File: config.mk
export PLATFORM = sky130hd
export DESIGN_NAME = gpio_irq_bank
export DESIGN_NICKNAME = d
export VERILOG_FILES = /design/src/rtl/gpio_irq_pkg.sv /design/src/rtl/gpio_irq_sync.sv /design/src/rtl/gpio_irq_detect.sv /design/src/rtl/gpio_irq_outreg.sv /design/src/rtl/gpio_irq_bank.sv
export SDC_FILE = /design/constraint.sdc
export NUM_CORES = 2
export LEC_CHECK = 0
export BUFFER_PORTS_ARGS = -buffer_cell sky130_fd_sc_hd__buf_2
export CORE_UTILIZATION = 40
export CTS_BUF_LIST = sky130_fd_sc_hd__clkbuf_8
export DETAILED_ROUTE_END_ITERATION = 10
export RECOVER_POWER = 100
export SETUP_SLACK_MARGIN = 0.15
export SYNTH_ARGS = -nofsm -noshare
export SYNTH_HDL_FRONTEND = slang
export SYNTH_SLANG_ARGS = --single-unit
File: constraint.sdc
create_clock -name clk -period 5.6 [get_ports clk]
set_input_delay 0.28 -clock clk [delete_from_list [all_inputs] [get_ports clk]]
set_output_delay 0.28 -clock clk [all_outputs]
set_load 0.01 [all_outputs]
File: src/rtl/gpio_irq_pkg.sv
package gpio_irq_pkg;
    localparam int WORD_W    = 32;
    localparam int NUM_WORDS = 2;
    localparam int NUM_PINS  = WORD_W * NUM_WORDS;
    localparam int ADDR_W    = 12;
    localparam int IDX_W     = $clog2(NUM_PINS);

    localparam logic [ADDR_W-1:0] OFS_ENABLE = 12'h000;
    localparam logic [ADDR_W-1:0] OFS_TYPE   = 12'h010;
    localparam logic [ADDR_W-1:0] OFS_ANY    = 12'h018;
    localparam logic [ADDR_W-1:0] OFS_POL    = 12'h020;
    localparam logic [ADDR_W-1:0] OFS_MASK   = 12'h028;
    localparam logic [ADDR_W-1:0] OFS_CLEAR  = 12'h030;
    localparam logic [ADDR_W-1:0] OFS_RAW    = 12'h038;
    localparam logic [ADDR_W-1:0] OFS_MSK_ST = 12'h040;
    localparam logic [ADDR_W-1:0] OFS_INPUT  = 12'h048;
    localparam logic [ADDR_W-1:0] OFS_PINREG = 12'h050;
    localparam logic [ADDR_W-1:0] OFS_PINEND = OFS_PINREG + ADDR_W'(NUM_PINS * 8);

    typedef struct packed {
        logic [NUM_PINS-1:0] edge_mode;
        logic [NUM_PINS-1:0] any_edge;
        logic [NUM_PINS-1:0] active_hi;
        logic [NUM_PINS-1:0] unmask;
    } irq_cfg_t;

    // true when addr falls in the 8-byte word pair starting at base
    function automatic logic in_pair(logic [ADDR_W-1:0] addr, logic [ADDR_W-1:0] base);
        return addr[ADDR_W-1:3] == base[ADDR_W-1:3];
    endfunction

    function automatic logic [WORD_W-1:0] half_of(logic [NUM_PINS-1:0] v, logic upper);
        return upper ? v[NUM_PINS-1:WORD_W] : v[WORD_W-1:0];
    endfunction

    function automatic logic [NUM_PINS-1:0] put_half(logic [NUM_PINS-1:0] v, logic upper,
                                                     logic [WORD_W-1:0] w);
        logic [NUM_PINS-1:0] r;
        r = v;
        if (upper) r[NUM_PINS-1:WORD_W] = w;
        else       r[WORD_W-1:0] = w;
        return r;
    endfunction
endpackage

File: src/rtl/gpio_irq_sync.sv
module gpio_irq_sync
    import gpio_irq_pkg::*;
(
    input  logic                clk,
    input  logic                rst,
    input  logic [NUM_PINS-1:0] async_i,
    output logic [NUM_PINS-1:0] sync_o
);
    logic [NUM_PINS-1:0] stage1_q, stage2_q;

    always_ff @(posedge clk) begin
        if (rst) begin
            stage1_q <= '0;
            stage2_q <= '0;
        end else begin
            stage1_q <= async_i;
            stage2_q <= stage1_q;
        end
    end

    assign sync_o = stage2_q;
endmodule

File: src/rtl/gpio_irq_detect.sv
module gpio_irq_detect
    import gpio_irq_pkg::*;
(
    input  logic                clk,
    input  logic                rst,
    input  logic [NUM_PINS-1:0] lvl_i,
    input  irq_cfg_t            cfg_i,
    input  logic [NUM_PINS-1:0] clr_i,
    output logic [NUM_PINS-1:0] raw_o
);
    logic [NUM_PINS-1:0] prev_q, held_q;
    logic [NUM_PINS-1:0] rise_w, fall_w, hit_w, level_w;

    assign rise_w  = lvl_i & ~prev_q;
    assign fall_w  = ~lvl_i & prev_q;
    assign hit_w   = cfg_i.edge_mode &
                     ((cfg_i.any_edge & (rise_w | fall_w)) |
                      (~cfg_i.any_edge & ((cfg_i.active_hi & rise_w) | (~cfg_i.active_hi & fall_w))));
    assign level_w = ~(lvl_i ^ cfg_i.active_hi);

    always_ff @(posedge clk) begin
        if (rst) begin
            prev_q <= '0;
            held_q <= '0;
        end else begin
            prev_q <= lvl_i;
            held_q <= hit_w | (held_q & ~clr_i);
        end
    end

    assign raw_o = (cfg_i.edge_mode & held_q) | (~cfg_i.edge_mode & level_w);

    // an edge seen in one cycle is held in the next, even with a clear
    assert_set_wins_R12: assert property (@(posedge clk) disable iff (rst)
        ((($past(hit_w)) & ~held_q) == '0));

    // a held status only drops where a clear bit was written
    assert_clear_only_R7: assert property (@(posedge clk) disable iff (rst)
        ((($past(held_q) & ~$past(clr_i)) & ~held_q) == '0));

    // level pins do not move while their input and config are still
    assert_level_unlatched_R8: assert property (@(posedge clk) disable iff (rst)
        ($stable(lvl_i) && $stable(cfg_i.edge_mode) && $stable(cfg_i.active_hi))
        |-> $stable(raw_o & ~cfg_i.edge_mode));
endmodule

File: src/rtl/gpio_irq_outreg.sv
module gpio_irq_outreg
    import gpio_irq_pkg::*;
(
    input  logic                clk,
    input  logic                rst,
    input  logic                wr_i,
    input  logic [IDX_W-1:0]    idx_i,
    input  logic                sel_oe_i,
    input  logic                bit_i,
    output logic [NUM_PINS-1:0] dout_o,
    output logic [NUM_PINS-1:0] oe_n_o
);
    for (genvar p = 0; p < NUM_PINS; p++) begin : g_pin
        logic hit;
        assign hit = wr_i && (idx_i == IDX_W'(p));
        always_ff @(posedge clk) begin
            if (rst) begin
                dout_o[p] <= 1'b0;
                oe_n_o[p] <= 1'b1;
            end else if (hit) begin
                if (sel_oe_i) oe_n_o[p] <= bit_i;
                else          dout_o[p] <= bit_i;
            end
        end
    end

    // reset leaves every pin undriven
    assert_reset_input_R1: assert property (@(posedge clk)
        $past(rst) |-> ((&oe_n_o) && (dout_o == '0)));
endmodule

File: src/rtl/gpio_irq_bank.sv
module gpio_irq_bank
    import gpio_irq_pkg::*;
(
    input  logic                 clk,
    input  logic                 rst,
    input  logic                 bus_wr,
    input  logic [ADDR_W-1:0]    bus_addr,
    input  logic [WORD_W-1:0]    bus_wdata,
    output logic [WORD_W-1:0]    bus_rdata,
    input  logic [NUM_PINS-1:0]  pin_in,
    output logic [NUM_PINS-1:0]  pin_out,
    output logic [NUM_PINS-1:0]  pin_oe_n,
    output logic                 irq
);
    irq_cfg_t            cfg_q;
    logic                glb_en_q;
    logic [NUM_PINS-1:0] lvl_w, raw_w, msk_w, clr_w;
    logic                aligned, upper, in_pins, pin_wr;
    logic [IDX_W-1:0]    pin_idx;

    assign aligned = (bus_addr[1:0] == 2'b00);
    assign upper   = bus_addr[2];
    assign in_pins = aligned && (bus_addr >= OFS_PINREG) && (bus_addr < OFS_PINEND);
    assign pin_idx = IDX_W'((bus_addr - OFS_PINREG) >> 3);
    assign pin_wr  = bus_wr && in_pins;

    assign clr_w = (bus_wr && aligned && in_pair(bus_addr, OFS_CLEAR))
                 ? put_half('0, upper, bus_wdata) : '0;

    always_ff @(posedge clk) begin
        if (rst) begin
            cfg_q    <= '0;
            glb_en_q <= 1'b0;
        end else if (bus_wr && aligned) begin
            if (bus_addr[ADDR_W-1:2] == OFS_ENABLE[ADDR_W-1:2]) glb_en_q <= bus_wdata[0];
            if (in_pair(bus_addr, OFS_TYPE))
                cfg_q.edge_mode <= put_half(cfg_q.edge_mode, upper, bus_wdata);
            if (in_pair(bus_addr, OFS_ANY))
                cfg_q.any_edge  <= put_half(cfg_q.any_edge, upper, bus_wdata);
            if (in_pair(bus_addr, OFS_POL))
                cfg_q.active_hi <= put_half(cfg_q.active_hi, upper, bus_wdata);
            if (in_pair(bus_addr, OFS_MASK))
                cfg_q.unmask    <= put_half(cfg_q.unmask, upper, bus_wdata);
        end
    end

    gpio_irq_sync u_sync (
        .clk     (clk),
        .rst     (rst),
        .async_i (pin_in),
        .sync_o  (lvl_w)
    );

    gpio_irq_detect u_detect (
        .clk   (clk),
        .rst   (rst),
        .lvl_i (lvl_w),
        .cfg_i (cfg_q),
        .clr_i (clr_w),
        .raw_o (raw_w)
    );

    gpio_irq_outreg u_outreg (
        .clk      (clk),
        .rst      (rst),
        .wr_i     (pin_wr),
        .idx_i    (pin_idx),
        .sel_oe_i (upper),
        .bit_i    (bus_wdata[0]),
        .dout_o   (pin_out),
        .oe_n_o   (pin_oe_n)
    );

    assign msk_w = raw_w & cfg_q.unmask;
    assign irq   = glb_en_q && (|msk_w);

    always_comb begin
        bus_rdata = '0;
        if (aligned) begin
            if (bus_addr[ADDR_W-1:2] == OFS_ENABLE[ADDR_W-1:2]) bus_rdata[0] = glb_en_q;
            else if (in_pair(bus_addr, OFS_TYPE))   bus_rdata = half_of(cfg_q.edge_mode, upper);
            else if (in_pair(bus_addr, OFS_ANY))    bus_rdata = half_of(cfg_q.any_edge, upper);
            else if (in_pair(bus_addr, OFS_POL))    bus_rdata = half_of(cfg_q.active_hi, upper);
            else if (in_pair(bus_addr, OFS_MASK))   bus_rdata = half_of(cfg_q.unmask, upper);
            else if (in_pair(bus_addr, OFS_RAW))    bus_rdata = half_of(raw_w, upper);
            else if (in_pair(bus_addr, OFS_MSK_ST)) bus_rdata = half_of(msk_w, upper);
            else if (in_pair(bus_addr, OFS_INPUT))  bus_rdata = half_of(lvl_w, upper);
            else if (in_pins) bus_rdata[0] = upper ? pin_oe_n[pin_idx] : pin_out[pin_idx];
        end
    end

    // the line never rises while the global enable is off
    assert_irq_gated_R10: assert property (@(posedge clk) disable iff (rst)
        irq |-> glb_en_q);

    // a pin raising the line must be unmasked
    assert_irq_source_R9: assert property (@(posedge clk) disable iff (rst)
        irq |-> ((raw_w & cfg_q.unmask) != '0));
endmodule

==> impl_results.md <==
* Outcome: finished with violations
* Failing checks: capacitance limit, slew limit
* Htree depth at 3
* Final Cycle Share at 82.82%
* Critical Path Fanout Max at 19
* Syn Area/Cell at 8.266 um^2
* Seq cells post-synth at 641
* Maxcap violations at 21
* CTS buffer count at 110
* Peak supply drop at 0.1904 mV
* Routed Wire Length at 104500 um
* Largest net degree at the start of global routing at 152
* CP most frequent cell: clkbuf_1
* Std-Cell Rows at 100
* Cell variety after synth at 53
* Slew Viols, Final at 889
* Area grow syn2layout at 16.32%
* Most frequent cells in the layout: nand2_1 (764), dfxtp_1 (641), a21oi_1 (482), nor2b_1 (196), mux2i_1 (176)
* CP Class: primary input to output port
* Initial core utilization at 40.69%
* Cts repair resizes at 0
* HP Class: primary input to flip-flop
* CTS Buffer Depth at 3
* Relative slew margins at -193.4%
* GRT Overall Usage at 26.32%
* Fmax at 0.2156 GHz
* Fraction of layout cells with a size suffix above 1 at 9.690%
* RSZ-0062 raised after global routing: no
* CTS tree: done
* Worst slew pin tran at 4.401 ns
* Vias in the first global route at 26120
* Most used DFF post-synth: dfxtp_1
* Nets at 4197
* Vias at 27560
* Most common cell after layout, fill and taps aside: nand2_1
* DP HPWL at 65350 um
* Port buffer count at 271
* Final hold vios at 0
* Yosys warning count at 0
* Area of the core at 0.07482 mm^2
* Fin util at 47.33%
* Die Ht at 277.9 um
* Die width at 277.9 um
* Root Driver: clkbuf_8
* Routed len/inst at 20.87 um
* Io pins at 272
* Crit path max-delay cell type: nand4_1
* Mapped Area at 0.03044 mm^2
* Leakage power at 13.25 nW
* DRC at 0
* EDFF count, synth at 0
* Buf/Inv on CP at 3
* Crit path from: bus_addr[7]
* CP endpoint kind: output port
* Clock Skew at 0.04154 ns
* GRT overflow at 0
* CP cell instances: clkbuf_1 > nor4_1 > nand4_1 > clkbuf_1 > o22ai_1 > a211oi_1 > a21oi_1 > o21a_1 > clkbuf_1
* Full die area at 0.07722 mm^2
* Worst min-delay path startpoint: rst
* Finish-stage setup viols at 0
* Clock latency on the worst-skew pair at 0.74 ns
* P per Cell Area at 271.9 mW/mm^2
* Post-DRT Antenna Nets at 0
* First-pass GRT wire length at 158200 um
* Required time of the critical path at 5.32 ns
* Multi-input gate area at 0.01610 mm^2
* Sequential area share after synthesis at 42.15%
* Worst r2r src: u_sync.sync_o[35]
* Gpl congestion at 0.8918
* Ys async rst share at 0%
* Initial antenna violation count at 7
* Hold_ws at 0.05942 ns
* Clk slew on worst S/H paths at 0.06 ns
* DR iter-0 viols at 2429
* Tmin final at 4.638 ns
* Cell class contributing the biggest share of worst-path delay: simple AND/OR/NAND/NOR gates
* # fillers at 7468
* CP arrival at 4.36 ns
* Cells after synthesis at 3683
* CTS sink cnt at 641
* Vias per inst at 5.503
* Syn_nets at 3925
* Worst path max stage delay at 1.19 ns
* First-pass iteration count of the detailed router at 7
* Register Area at 0.01283 mm^2
* Setup TNS at 0 ns
* Startpoint type of the worst setup path: primary input
## power breakdown
part / total [mW] / switching, mW / leakage (nW) / internal [mW]
Clock: 4.33 / 2.01 / 1.28 / 2.32
Combinational: 0.637 / 0.396 / 6.77 / 0.241
Sequential: 4.66 / 0.0412 / 5.20 / 4.62
Total: 9.63 / 2.44 / 13.2 / 7.18
## worst paths after layout
check | endpoint | slack, ns | cells after the start
setup / recovery | bus_rdata[31] | 0.96 | 9
setup reg to reg | u_detect.held_q[35] | 3.87 | 7
hold reg to reg | u_sync.sync_o[35] | 0.40 | 1
hold / removal | u_sync.sync_o[35] | 0.06 | 2
## registers in the layout, summed over array words and instances (netlist names)
name / count
u_outreg.oe_n_o: 64
u_detect.prev_q: 64
cfg_q: 256
u_sync.stage1_q: 64
glb_en_q: 1
u_detect.held_q: 64
u_sync.sync_o: 64
u_outreg.dout_o: 64
## per-stage QoR
stage,worst slack (ns),std cells,power [mW],area [um^2]
6_report,0.9623,5008,9.628,35410
3_5_place_dp,1.609,4716,5.333,32590
4_1_cts,1.601,5004,9.701,35770
5_1_grt,0.7824,5008,9.975,35410
2_1_floorplan,2.268,3683,5.142,30440
3_3_place_gp,1.632,4716,5.330,32590
## layout make-up
| class | count | share of cell area, % |
|---|---|---|
| multi-input combinational | 2647 | 45.47 |
| sequential | 641 | 36.24 |
| timing repair buffer | 424 | 7.186 |
| clock buffer | 140 | 5.441 |
| tap | 969 | 3.424 |
| inverter | 131 | 1.388 |
| clock inverter | 52 | 0.8267 |
| antenna | 4 | 0.02826 |
## cells in the mapped netlist, types with 3 or more instances
cell,n,area [um^2]
nand2_1,766,2875
dfxtp_1,641,12830
a21oi_1,482,2412
clkbuf_1,230,863.3
nor2b_1,196,1226
mux2i_1,176,1762
o21ai_0,162,810.8
a211oi_1,160,1201
nor2_1,160,600.6
ha_1,131,1639
inv_1,130,488.0
a22oi_1,96,720.7
xor2_1,65,569.3
o22ai_1,62,387.9
mux2_2,31,349.1
o21a_1,31,232.7
mux4_2,25,563.0
nand3_1,22,110.1
nand4_1,19,118.9
buf_2,17,85.08
buf_1,12,45.04
nor3_1,12,60.06
buf_4,5,37.54
nor2_2,4,25.02
nor3_2,4,40.04
and2_1,3,18.77
nand2b_1,3,18.77
nand3_2,3,30.03
nor4_1,3,18.77
or2_2,3,18.77
## what timing repair did
item                      CTS  global route
hold buffers               96             0
setup buffers               0             0
hold endpoints to repair  383             0
## routing by layer
layer | global-route usage (%) | part of all wire [%]
met3 | 4.245 | 7.1
met4 | 10.09 | 3.4
met5 | 0 | 0.026
met2 | 42.26 | 46
met1 | 35.29 | 44
## cell families (layout without fill, tap and decap cells)
family	Yosys count	count (layout)	share of synthesized area, %
flip-flops	641	641	42.15
AO/OA/AOI/OAI	1010	1010	19.46
adder cells (fa/ha/maj)	131	131	5.384
buffers and inverters	395	747	5.002
multiplexers	232	232	8.783
AND/OR/NAND/NOR	1206	1206	17.19
other	0	4	0
XOR/XNOR	68	68	2.030
(Power assumes the default switching activity.)
